<file path="config.mk">
export PLATFORM = sky130hd
export DESIGN_NAME = nvseq_ctrl
export DESIGN_NICKNAME = d
export VERILOG_FILES = /design/src/rtl/nvseq_pkg.sv /design/src/rtl/nvseq_pin_sync.sv /design/src/rtl/nvseq_cycle_qual.sv /design/src/rtl/nvseq_matcher.sv /design/src/rtl/nvseq_busy_timer.sv /design/src/rtl/nvseq_ctrl.sv
export SDC_FILE = /design/constraint.sdc
export NUM_CORES = 1
export LEC_CHECK = 0
export BUFFER_PORTS_ARGS = -buffer_cell sky130_fd_sc_hd__buf_2
export CORE_MARGIN = 2
export CORE_UTILIZATION = 63
export DETAILED_ROUTE_END_ITERATION = 16
export PLACE_DENSITY = 0.85
export SETUP_SLACK_MARGIN = 0.05
export SLEW_MARGIN = 40
export SYNTH_ARGS = -nofsm -noshare
export SYNTH_HDL_FRONTEND = slang
export SYNTH_HIERARCHICAL = 1
export SYNTH_SLANG_ARGS = --single-unit
</file>
<file path="constraint.sdc">
create_clock -name clk -period 7.3 [get_ports clk]
set_input_delay 1.095 -clock clk [delete_from_list [all_inputs] [get_ports clk]]
set_output_delay 1.095 -clock clk [all_outputs]
set_load 0.05 [all_outputs]
</file>
<file path="src/rtl/nvseq_pkg.sv">
package nvseq_pkg;

  localparam int ADDR_W  = 13;
  localparam int SEQ_LEN = 6;
  localparam int STEP_W  = $clog2(SEQ_LEN);

  typedef logic [ADDR_W-1:0] addr_t;
  typedef logic [STEP_W-1:0] step_t;

  typedef enum logic [1:0] {
    OP_NONE   = 2'd0,
    OP_STORE  = 2'd1,
    OP_RECALL = 2'd2
  } nv_op_e;

  typedef struct packed {
    step_t  step;
    nv_op_e op;
  } step_res_t;

  localparam addr_t CODE_STORE  = 13'h0FC0;
  localparam addr_t CODE_RECALL = 13'h0C63;

  // Expected address for the leading five steps of the command
  function automatic addr_t seq_code(input step_t idx);
    case (idx)
      step_t'(0): return 13'h0E38;
      step_t'(1): return 13'h11C7;
      step_t'(2): return 13'h03E0;
      step_t'(3): return 13'h1C1F;
      step_t'(4): return 13'h103F;
      default:    return '0;
    endcase
  endfunction

  // Sequence transition for one accepted chip-enable cycle
  function automatic step_res_t next_step(input step_t cur, input addr_t a,
                                          input logic we_ok);
    step_res_t r;
    r.step = '0;
    r.op   = OP_NONE;
    if (!we_ok) return r;
    if (cur == step_t'(SEQ_LEN - 1)) begin
      if (a == CODE_STORE)         r.op = OP_STORE;
      else if (a == CODE_RECALL)   r.op = OP_RECALL;
      else if (a == seq_code('0))  r.step = step_t'(1);
    end else if (a == seq_code(cur)) begin
      r.step = cur + 1'b1;
    end else if (a == seq_code('0)) begin
      r.step = step_t'(1);
    end
    return r;
  endfunction

  // Length of the busy window for an operation
  function automatic int unsigned busy_len(input nv_op_e op,
                                           input int unsigned store_cyc,
                                           input int unsigned recall_cyc);
    case (op)
      OP_STORE:  return store_cyc;
      OP_RECALL: return recall_cyc;
      default:   return 0;
    endcase
  endfunction

endpackage

</file>
<file path="src/rtl/nvseq_pin_sync.sv">
module nvseq_pin_sync #(
  parameter int             W       = 16,
  parameter int             STAGES  = 2,
  parameter logic [W-1:0]   RST_VAL = '0
) (
  input  logic         clk,
  input  logic         rst_n,
  input  logic [W-1:0] d,
  output logic [W-1:0] q
);

  logic [W-1:0] stg [STAGES];

  genvar s;
  generate
    for (s = 0; s < STAGES; s++) begin : g_stage
      if (s == 0) begin : g_first
        always_ff @(posedge clk or negedge rst_n) begin
          if (!rst_n) stg[0] <= RST_VAL;
          else        stg[0] <= d;
        end
      end else begin : g_next
        always_ff @(posedge clk or negedge rst_n) begin
          if (!rst_n) stg[s] <= RST_VAL;
          else        stg[s] <= stg[s-1];
        end
      end
    end
  endgenerate

  assign q = stg[STAGES-1];

endmodule

</file>
<file path="src/rtl/nvseq_cycle_qual.sv">
module nvseq_cycle_qual
  import nvseq_pkg::*;
#(
  parameter int MIN_LOW = 3
) (
  input  logic  clk,
  input  logic  rst_n,
  input  logic  ce_n_s,
  input  logic  we_n_s,
  input  addr_t addr_s,
  output logic  cycle_end,
  output logic  step_strobe,
  output addr_t step_addr,
  output logic  step_we_ok
);

  localparam int CNT_W = $clog2(MIN_LOW + 1);
  localparam logic [CNT_W-1:0] CNT_MIN = CNT_W'(MIN_LOW);

  logic             ce_prev;
  logic [CNT_W-1:0] low_cnt;
  logic             we_bad;
  addr_t            addr_lat;
  logic             long_enough;

  always_ff @(posedge clk or negedge rst_n) begin
    if (!rst_n) begin
      ce_prev  <= 1'b1;
      low_cnt  <= '0;
      we_bad   <= 1'b0;
      addr_lat <= '0;
    end else begin
      ce_prev <= ce_n_s;
      if (ce_n_s) begin
        low_cnt <= '0;
        we_bad  <= 1'b0;
      end else begin
        if (low_cnt != CNT_MIN) low_cnt <= low_cnt + 1'b1;
        if (!we_n_s) we_bad <= 1'b1;
        addr_lat <= addr_s;
      end
    end
  end

  assign cycle_end   = ce_n_s & ~ce_prev;
  assign long_enough = (low_cnt >= CNT_MIN);
  assign step_strobe = cycle_end & long_enough;
  assign step_addr   = addr_lat;
  assign step_we_ok  = ~we_bad;

  AST_SHORT_PULSE_DROPPED: assert property (@(posedge clk) disable iff (!rst_n)
    (cycle_end && (low_cnt < CNT_MIN)) |-> !step_strobe);
  AST_STROBE_ONLY_AT_END: assert property (@(posedge clk) disable iff (!rst_n)
    step_strobe |-> (ce_n_s && !ce_prev));

endmodule

</file>
<file path="src/rtl/nvseq_matcher.sv">
module nvseq_matcher
  import nvseq_pkg::*;
(
  input  logic  clk,
  input  logic  rst_n,
  input  logic  step_strobe,
  input  addr_t step_addr,
  input  logic  step_we_ok,
  input  logic  busy,
  output logic  store_start,
  output logic  recall_start,
  output step_t step_idx
);

  step_t     step_q;
  logic      accept;
  step_res_t res;

  assign accept = step_strobe & ~busy;
  assign res    = next_step(step_q, step_addr, step_we_ok);

  always_ff @(posedge clk or negedge rst_n) begin
    if (!rst_n) begin
      step_q       <= '0;
      store_start  <= 1'b0;
      recall_start <= 1'b0;
    end else begin
      if (accept) step_q <= res.step;
      store_start  <= accept && (res.op == OP_STORE);
      recall_start <= accept && (res.op == OP_RECALL);
    end
  end

  assign step_idx = step_q;

  AST_STEP_IN_RANGE: assert property (@(posedge clk) disable iff (!rst_n)
    step_q <= step_t'(SEQ_LEN - 1));
  AST_STEP_HOLDS_UNLESS_ACCEPTED: assert property (@(posedge clk) disable iff (!rst_n)
    !accept |=> $stable(step_q));
  AST_WE_LOW_RESETS: assert property (@(posedge clk) disable iff (!rst_n)
    (accept && !step_we_ok) |=> (step_q == '0 && !store_start && !recall_start));
  AST_START_EXCLUSIVE: assert property (@(posedge clk) disable iff (!rst_n)
    !(store_start && recall_start));
  AST_STORE_SINGLE: assert property (@(posedge clk) disable iff (!rst_n)
    store_start |=> !store_start);
  AST_RECALL_SINGLE: assert property (@(posedge clk) disable iff (!rst_n)
    recall_start |=> !recall_start);

endmodule

</file>
<file path="src/rtl/nvseq_busy_timer.sv">
module nvseq_busy_timer
  import nvseq_pkg::*;
#(
  parameter int STORE_CYC  = 400,
  parameter int RECALL_CYC = 250
) (
  input  logic clk,
  input  logic rst_n,
  input  logic store_start,
  input  logic recall_start,
  output logic busy
);

  localparam int MAX_CYC = (STORE_CYC > RECALL_CYC) ? STORE_CYC : RECALL_CYC;
  localparam int CW      = $clog2(MAX_CYC + 1);

  logic [CW-1:0] cnt;
  logic          load;
  nv_op_e        op;

  assign load = store_start | recall_start;
  assign op   = store_start ? OP_STORE : (recall_start ? OP_RECALL : OP_NONE);

  always_ff @(posedge clk or negedge rst_n) begin
    if (!rst_n)          cnt <= '0;
    else if (load)       cnt <= CW'(busy_len(op, STORE_CYC, RECALL_CYC));
    else if (cnt != '0)  cnt <= cnt - 1'b1;
  end

  assign busy = (cnt != '0);

  AST_BUSY_FOLLOWS_START: assert property (@(posedge clk) disable iff (!rst_n)
    load |=> busy);
  AST_NO_START_WHILE_BUSY: assert property (@(posedge clk) disable iff (!rst_n)
    busy |-> !load);

endmodule

</file>
<file path="src/rtl/nvseq_ctrl.sv">
module nvseq_ctrl
  import nvseq_pkg::*;
#(
  parameter int MIN_LOW_CYC   = 3,
  parameter int STORE_CYCLES  = 400,
  parameter int RECALL_CYCLES = 250,
  parameter int SYNC_STAGES   = 2
) (
  input  logic              clk,
  input  logic              rst_n,
  input  logic              ce_n,
  input  logic              we_n,
  input  logic              oe_n,
  input  logic [ADDR_W-1:0] addr,
  output logic              store_start,
  output logic              recall_start,
  output logic              busy,
  output logic              dq_drive
);

  localparam int PIN_W = ADDR_W + 3;
  localparam logic [PIN_W-1:0] PIN_IDLE = {3'b111, {ADDR_W{1'b0}}};

  logic [PIN_W-1:0] pins_s;
  logic             ce_n_s, we_n_s, oe_n_s;
  addr_t            addr_s;

  // Event wires between the stages
  logic  cycle_end;
  logic  step_strobe;
  addr_t step_addr;
  logic  step_we_ok;
  step_t step_idx;

  nvseq_pin_sync #(
    .W       (PIN_W),
    .STAGES  (SYNC_STAGES),
    .RST_VAL (PIN_IDLE)
  ) u_sync (
    .clk   (clk),
    .rst_n (rst_n),
    .d     ({ce_n, we_n, oe_n, addr}),
    .q     (pins_s)
  );

  assign {ce_n_s, we_n_s, oe_n_s, addr_s} = pins_s;

  nvseq_cycle_qual #(
    .MIN_LOW (MIN_LOW_CYC)
  ) u_qual (
    .clk         (clk),
    .rst_n       (rst_n),
    .ce_n_s      (ce_n_s),
    .we_n_s      (we_n_s),
    .addr_s      (addr_s),
    .cycle_end   (cycle_end),
    .step_strobe (step_strobe),
    .step_addr   (step_addr),
    .step_we_ok  (step_we_ok)
  );

  nvseq_matcher u_match (
    .clk          (clk),
    .rst_n        (rst_n),
    .step_strobe  (step_strobe),
    .step_addr    (step_addr),
    .step_we_ok   (step_we_ok),
    .busy         (busy),
    .store_start  (store_start),
    .recall_start (recall_start),
    .step_idx     (step_idx)
  );

  nvseq_busy_timer #(
    .STORE_CYC  (STORE_CYCLES),
    .RECALL_CYC (RECALL_CYCLES)
  ) u_timer (
    .clk          (clk),
    .rst_n        (rst_n),
    .store_start  (store_start),
    .recall_start (recall_start),
    .busy         (busy)
  );

  assign dq_drive = ~busy & ~ce_n_s & ~oe_n_s & we_n_s;

  AST_HIZ_WHILE_BUSY: assert property (@(posedge clk) disable iff (!rst_n)
    busy |-> !dq_drive);
  AST_START_LEAVES_STEP_ZERO: assert property (@(posedge clk) disable iff (!rst_n)
    (store_start || recall_start) |-> (step_idx == '0));
  AST_CYCLE_END_WHILE_BUSY_QUIET: assert property (@(posedge clk) disable iff (!rst_n)
    (cycle_end && busy) |=> (!store_start && !recall_start));

endmodule

</file>
# After elaboration in Yosys (flattened, before gate mapping)
# Cells that the tools add are included.
[totals]
reg_bits = 63
inputBits = 18
out_inout_bits = 4
word_cells = 67
[classes]
addsub = 3
magnitude_cmp = 1
n_eq_ne = 15
mux = 21
bitwise = 11
reduce_logical = 6
[op_table]
columns = ["op", "count"]
rows = [
  ["$pmux W13 S5", 1],
  ["$eq A13 B12 Y1 const B", 3],
  ["$mux W13", 2],
  ["$mux W9", 2],
  ["$pmux W9 S2", 1],
  ["$mux W2", 7],
  ["$eq A13 B13 Y1", 1],
  ["$reduce_bool A9 Y1", 1],
  ["$sub A9 B1 Y9 const B", 1],
  ["$and A1 B1 Y1", 6],
  ["$eq A3 B2 Y1 const B", 2],
  ["$eq A3 B3 Y1 const B", 2],
  ["$mux W3", 2],
  ["$mux W1", 5],
  ["$mux W5", 1],
  ["$eq A2 B1 Y1 const B", 2],
  ["$eq A2 B2 Y1 const B", 2],
  ["$not A1 Y1", 4],
  ["$reduce_bool A2 Y1", 2],
  ["$add A3 B1 Y3 const B", 1],
  ["$eq A3 B1 Y1 const B", 1],
  ["$logic_not A3 Y1", 1],
  ["$add A2 B1 Y2 const B", 1],
  ["$ge A2 B2 Y1 const B", 1],
  ["4 further kinds", 5],
]

# Depth between registers and ports, before layout
[depth]
depth_word = 10
ltp_mapped = 11
mapped_depth_nobuf = 10

# Hierarchy
# The synthesis kept the hierarchy.
[by_module_without_submodules]
columns = ["module", "n_inst", "cells_each", "area_each_um2", "seq_area_each_um2"]
rows = [
  ["nvseq_pin_sync", 1, 48, 928.4, 808.3],
  ["nvseq_cycle_qual", 1, 41, 690.7, 426.7],
  ["nvseq_matcher", 1, 66, 578.1, 125.1],
  ["nvseq_busy_timer", 1, 53, 511.7, 225.2],
  ["nvseq_ctrl", 1, 1, 15.0, 0.0],
]

# Worst setup path before layout
# No wires, ideal clock.
[synth_path]
path_kind = "reg2out"
startpoint = "register u_timer.cnt[0]"
endpoint = "output dq_drive"
arrival_ns = 2.557
required_time_ns = 6.205
path_slack_ns = 3.648
stages_incl_launch_ff = 7
path_buffers = 1
path_cell_list = "dfrtp_1 -> inv_1 -> ha_1 -> or4b_4 -> buf_6 -> or2_4 -> nor4b_2"
[synth_via]
elab_chain_cells = 5
[synth_lines]
columns = ["item", "line", "source"]
rows = [
  ["start: declaration", "nvseq_busy_timer.sv:17", "logic [CW-1:0] cnt;"],
  ["start signal: assignment", "nvseq_busy_timer.sv:26", "else if (load) cnt <= CW'(busy_len(op, STORE_CYC, RECALL_CYC));"],
  ["start signal: assignment", "nvseq_busy_timer.sv:27", "else if (cnt != '0) cnt <= cnt - 1'b1;"],
  ["$reduce_bool A9 Y1", "nvseq_busy_timer.sv:30", "assign busy = (cnt != '0);"],
  ["via busy", "nvseq_ctrl.sv:17", "output logic busy,"],
  ["$not A1 Y1", "nvseq_ctrl.sv:85", "assign dq_drive = ~busy & ~ce_n_s & ~oe_n_s & we_n_s;"],
  ["$and A1 B1 Y1 (3 in series)", "nvseq_ctrl.sv:85", ""],
  ["end: declaration", "nvseq_ctrl.sv:18", "output logic dq_drive"],
]
# The timed path passes the listed nets, and every way through them passes these cells.

# Final worst setup path
[layout_path]
startpoint = "register u_timer.cnt[0]"
endpoint = "output dq_drive"
[layout_via]
elab_chain_cells = 5
[layout_lines]
columns = ["item", "line"]
rows = [
  ["$reduce_bool A9 Y1", "nvseq_busy_timer.sv:30"],
  ["$not A1 Y1", "nvseq_ctrl.sv:85"],
  ["$and A1 B1 Y1 (3 in series)", "nvseq_ctrl.sv:85"],
]
# No other way between the ends.

==> impl_results.md <==
- Outcome: complete, no violations
- Max-cap violations: 0
- DR pass1 iterations: 4
- Worst-Margin Slew: 0.537 ns
- Avg WL per Cell: 15.8 µm
- Final Core Density: 0.724
- Commonest non-fill, non-tap cell in the layout: dfrtp_1
- Synth Area in Compound Gates: 0.0864
- Post-layout minimum cycle time: 3.51 ns
- Final wirelength: 4.36 mm
- CTS hold repair buffers: 0
- Slew headroom: 0.642
- Number of synthesized flops with an enable pin: 0
- Ratio of cells with drive above 1 in the final layout: 0.336
- Core area: 4090 µm²
- Synth async-reset ratio: 1.00
- TritonCTS buffer count: 9
- Hpwl dp: 2.86 mm
- PwrDens: 259 nW/µm²
- Die ar.: 4870 µm²
- Finished layout cell area: 2960 µm²
- I/O Buffers: 21
- Number of global-route vias before repair: 1,619
- Syn_nets: 234
- Clk sinks: 63
- Area growth syn-to-layout: 8.54%
- Worst Path Required: 6.20 ns
- Worst setup path end: dq_drive
- Via density: 5.73
- Ys flop type: dfrtp_1
- Final TNS setup: 0 ns
- Worst r2r src: u_timer/cnt[0]
- Max clock buf depth: 2
- Placer Congestion: 0.893
- Post-synthesis sequential area ratio: 0.582
- Startpoint Class: flop
- Clk_lat worst skew: 0.33 ns
- Commonest non-fill, non-tap cells in the layout: 56 x dfrtp_1, 21 x buf_2, 11 x clkbuf_8
- Initial Utilization: 0.667
- CTS tree: built
- Reg-to-reg slack, setup: 4.42 ns
- Post-Syn Area: 2720 µm²
- Initial antenna violation count: 0
- R2R Path End: u_match/store_start
- Global Route Usage Sum: 0.206
- Setup repair bufs after CTS: 0
- Cts repair resizes: 0
- Crit. End Element: primary output
- Yosys top cell area share: 0.514
- Final Max Slew Viols: 0
- First DRT Iteration DRCs: 140
- Peak supply drop: 0.000274 V
- Synth Area in XOR/XNOR: 0.00643
- Worst r2r path cells: 9
- Post-synthesis mux area share: 0.0712
- Simple-Gate Fraction of Synth Area: 0.143
- Min-Delay Path Class: flop to flop
- Maximum fanout along the worst path: 12
- Post-Synth Adder-Cell Area: 0.0322
- Die Y: 69.8 µm
- Die X: 69.8 µm
- Antenna Violating Nets Remaining: 0
- Cells after Synth: 209
- F_max: 285 MHz
- Syn Area/Cell: 13.0 µm²
- Yosys top cell by area: dfrtp_1
- Largest net degree at the start of global routing: 64
- Gr ovfl total: 0
- Via count: 1,581
- RSZ-0062 raised after global routing: no
- Global-route wire length before repair: 7.67 mm
- Synth top area cells: dfrtp_1 51%, dfstp_2 6.8%, buf_4 4.4%
- CP Data Arrival Time: 2.42 ns
- WS Path Type: flop to primary output
- Synth warn: 6
- Seq cells post-synth: 63
- # IOs: 22
- H-tree Lvls: 3
- DP Area: 2720 µm²
- FP Rows: 23
- Largest family of logic cells by synthesized area: simple AND/OR/NAND/NOR gates
- DRC viols: 0
- Final nets: 246
- Clock transition at path regs: 0.07 ns
- Final setup fails: 0
- Lkg Pwr: 1.35 nW
- Unique masters post-synth: 55
- Period utilization: 0.481
- Fin. Hold Viols: 0
- Clock Skew: 0.00647 ns
- Ant diodes: 0
- Clock root buffer: clkbuf_8
- Critical Path Start: u_timer/cnt[0]
[worst max-delay path, cell delays in order (launching register included)]
cell	delay [ns]
dfrtp_1	0.44
inv_1	0.08
ha_1	0.17
or4b_4	0.55
or2_4	0.31
nor4b_2	0.24
buf_2	0.30
[metal layers]
metal / routed length [µm] / GRT usage / vias to the layer above / part of all wire
li1: - / - / 751 / -
met2: 2090 / 0.309 / 48 / 0.48
met5: 0 / 0 / - / 0
met3: 192 / 0.0654 / 7 / 0.044
met4: 53 / 0.0791 / 0 / 0.012
met1: 2020 / 0.284 / 775 / 0.46
[through the flow]
stage / total power [mW] / hold WS, ns / setup WS (ns) / instances
floorplan: 0.421 / 0.331 / 3.65 / 209
global placement: 0.429 / 0.331 / 4.20 / 260
detailed placement: 0.432 / 0.336 / 4.14 / 260
CTS: 0.773 / 0.351 / 3.78 / 276
global route: 0.800 / 0.357 / 3.67 / 276
finish: 0.765 / 0.349 / 3.79 / 276
[final cells by class]
type | instances | area (µm²)
Timing Repair Buffer | 22 | 116
Fill cell | 256 | 1130
Tap cell | 50 | 62.6
Clock inverter | 5 | 80.1
Multi-Input combinational cell | 115 | 923
Clock buffer | 11 | 151
Inverter | 10 | 37.5
Sequential cell | 63 | 1590
[worst min path at each step]
stage,from,slack [ns],depth (start not counted),endpoint
5_1_grt,u_sync/stg[25],0.36,0,u_sync/q[9]
6_report,u_sync/stg[19],0.35,0,u_sync/q[3]
2_1_floorplan,u_sync/stg[16],0.33,0,u_sync/q[0]
4_1_cts,u_sync/stg[18],0.35,0,u_sync/q[2]
3_5_place_dp,u_sync/stg[18],0.34,0,u_sync/q[2]
3_3_place_gp,u_sync/stg[24],0.33,0,u_sync/q[8]
[sequential cells by signal, indices dropped and copies added (netlist names)]
signal / count
u_qual/low_cnt: 2
u_match/recall_start: 1
u_sync/q: 16
u_qual/ce_prev: 1
u_match/step_idx: 3
u_qual/step_addr: 13
u_qual/we_bad: 1
u_sync/stg: 16
u_match/store_start: 1
u_timer/cnt: 9
[power by group]
group          switching, mW  internal (mW)
sequential            0.0162          0.370
clock                  0.128          0.210
combinational         0.0194         0.0211
[cell usage after synthesis, types with 4 or more instances]
master and instances:
nor4_1 8, buf_4 16, inv_1 10, nand2_1 10, mux2_2 7, nor2_1 8
dfstp_2 7, ha_1 7, dfrtp_1 56, or4_1 4, nor3_1 4, a21oi_1 5
mux2_4 7
[cell families (layout without fill, tap and decap cells)]
group	after synthesis	count (layout)
muxes	15	15
buffers and inverters	31	48
adders and majority gates	7	7
xor gates and xnor gates	2	2
and+or+nand+nor	61	61
DFF	63	63
AOI/OAI and AO/OA	30	30
Note: power is estimated with default switching activity, not from simulation.
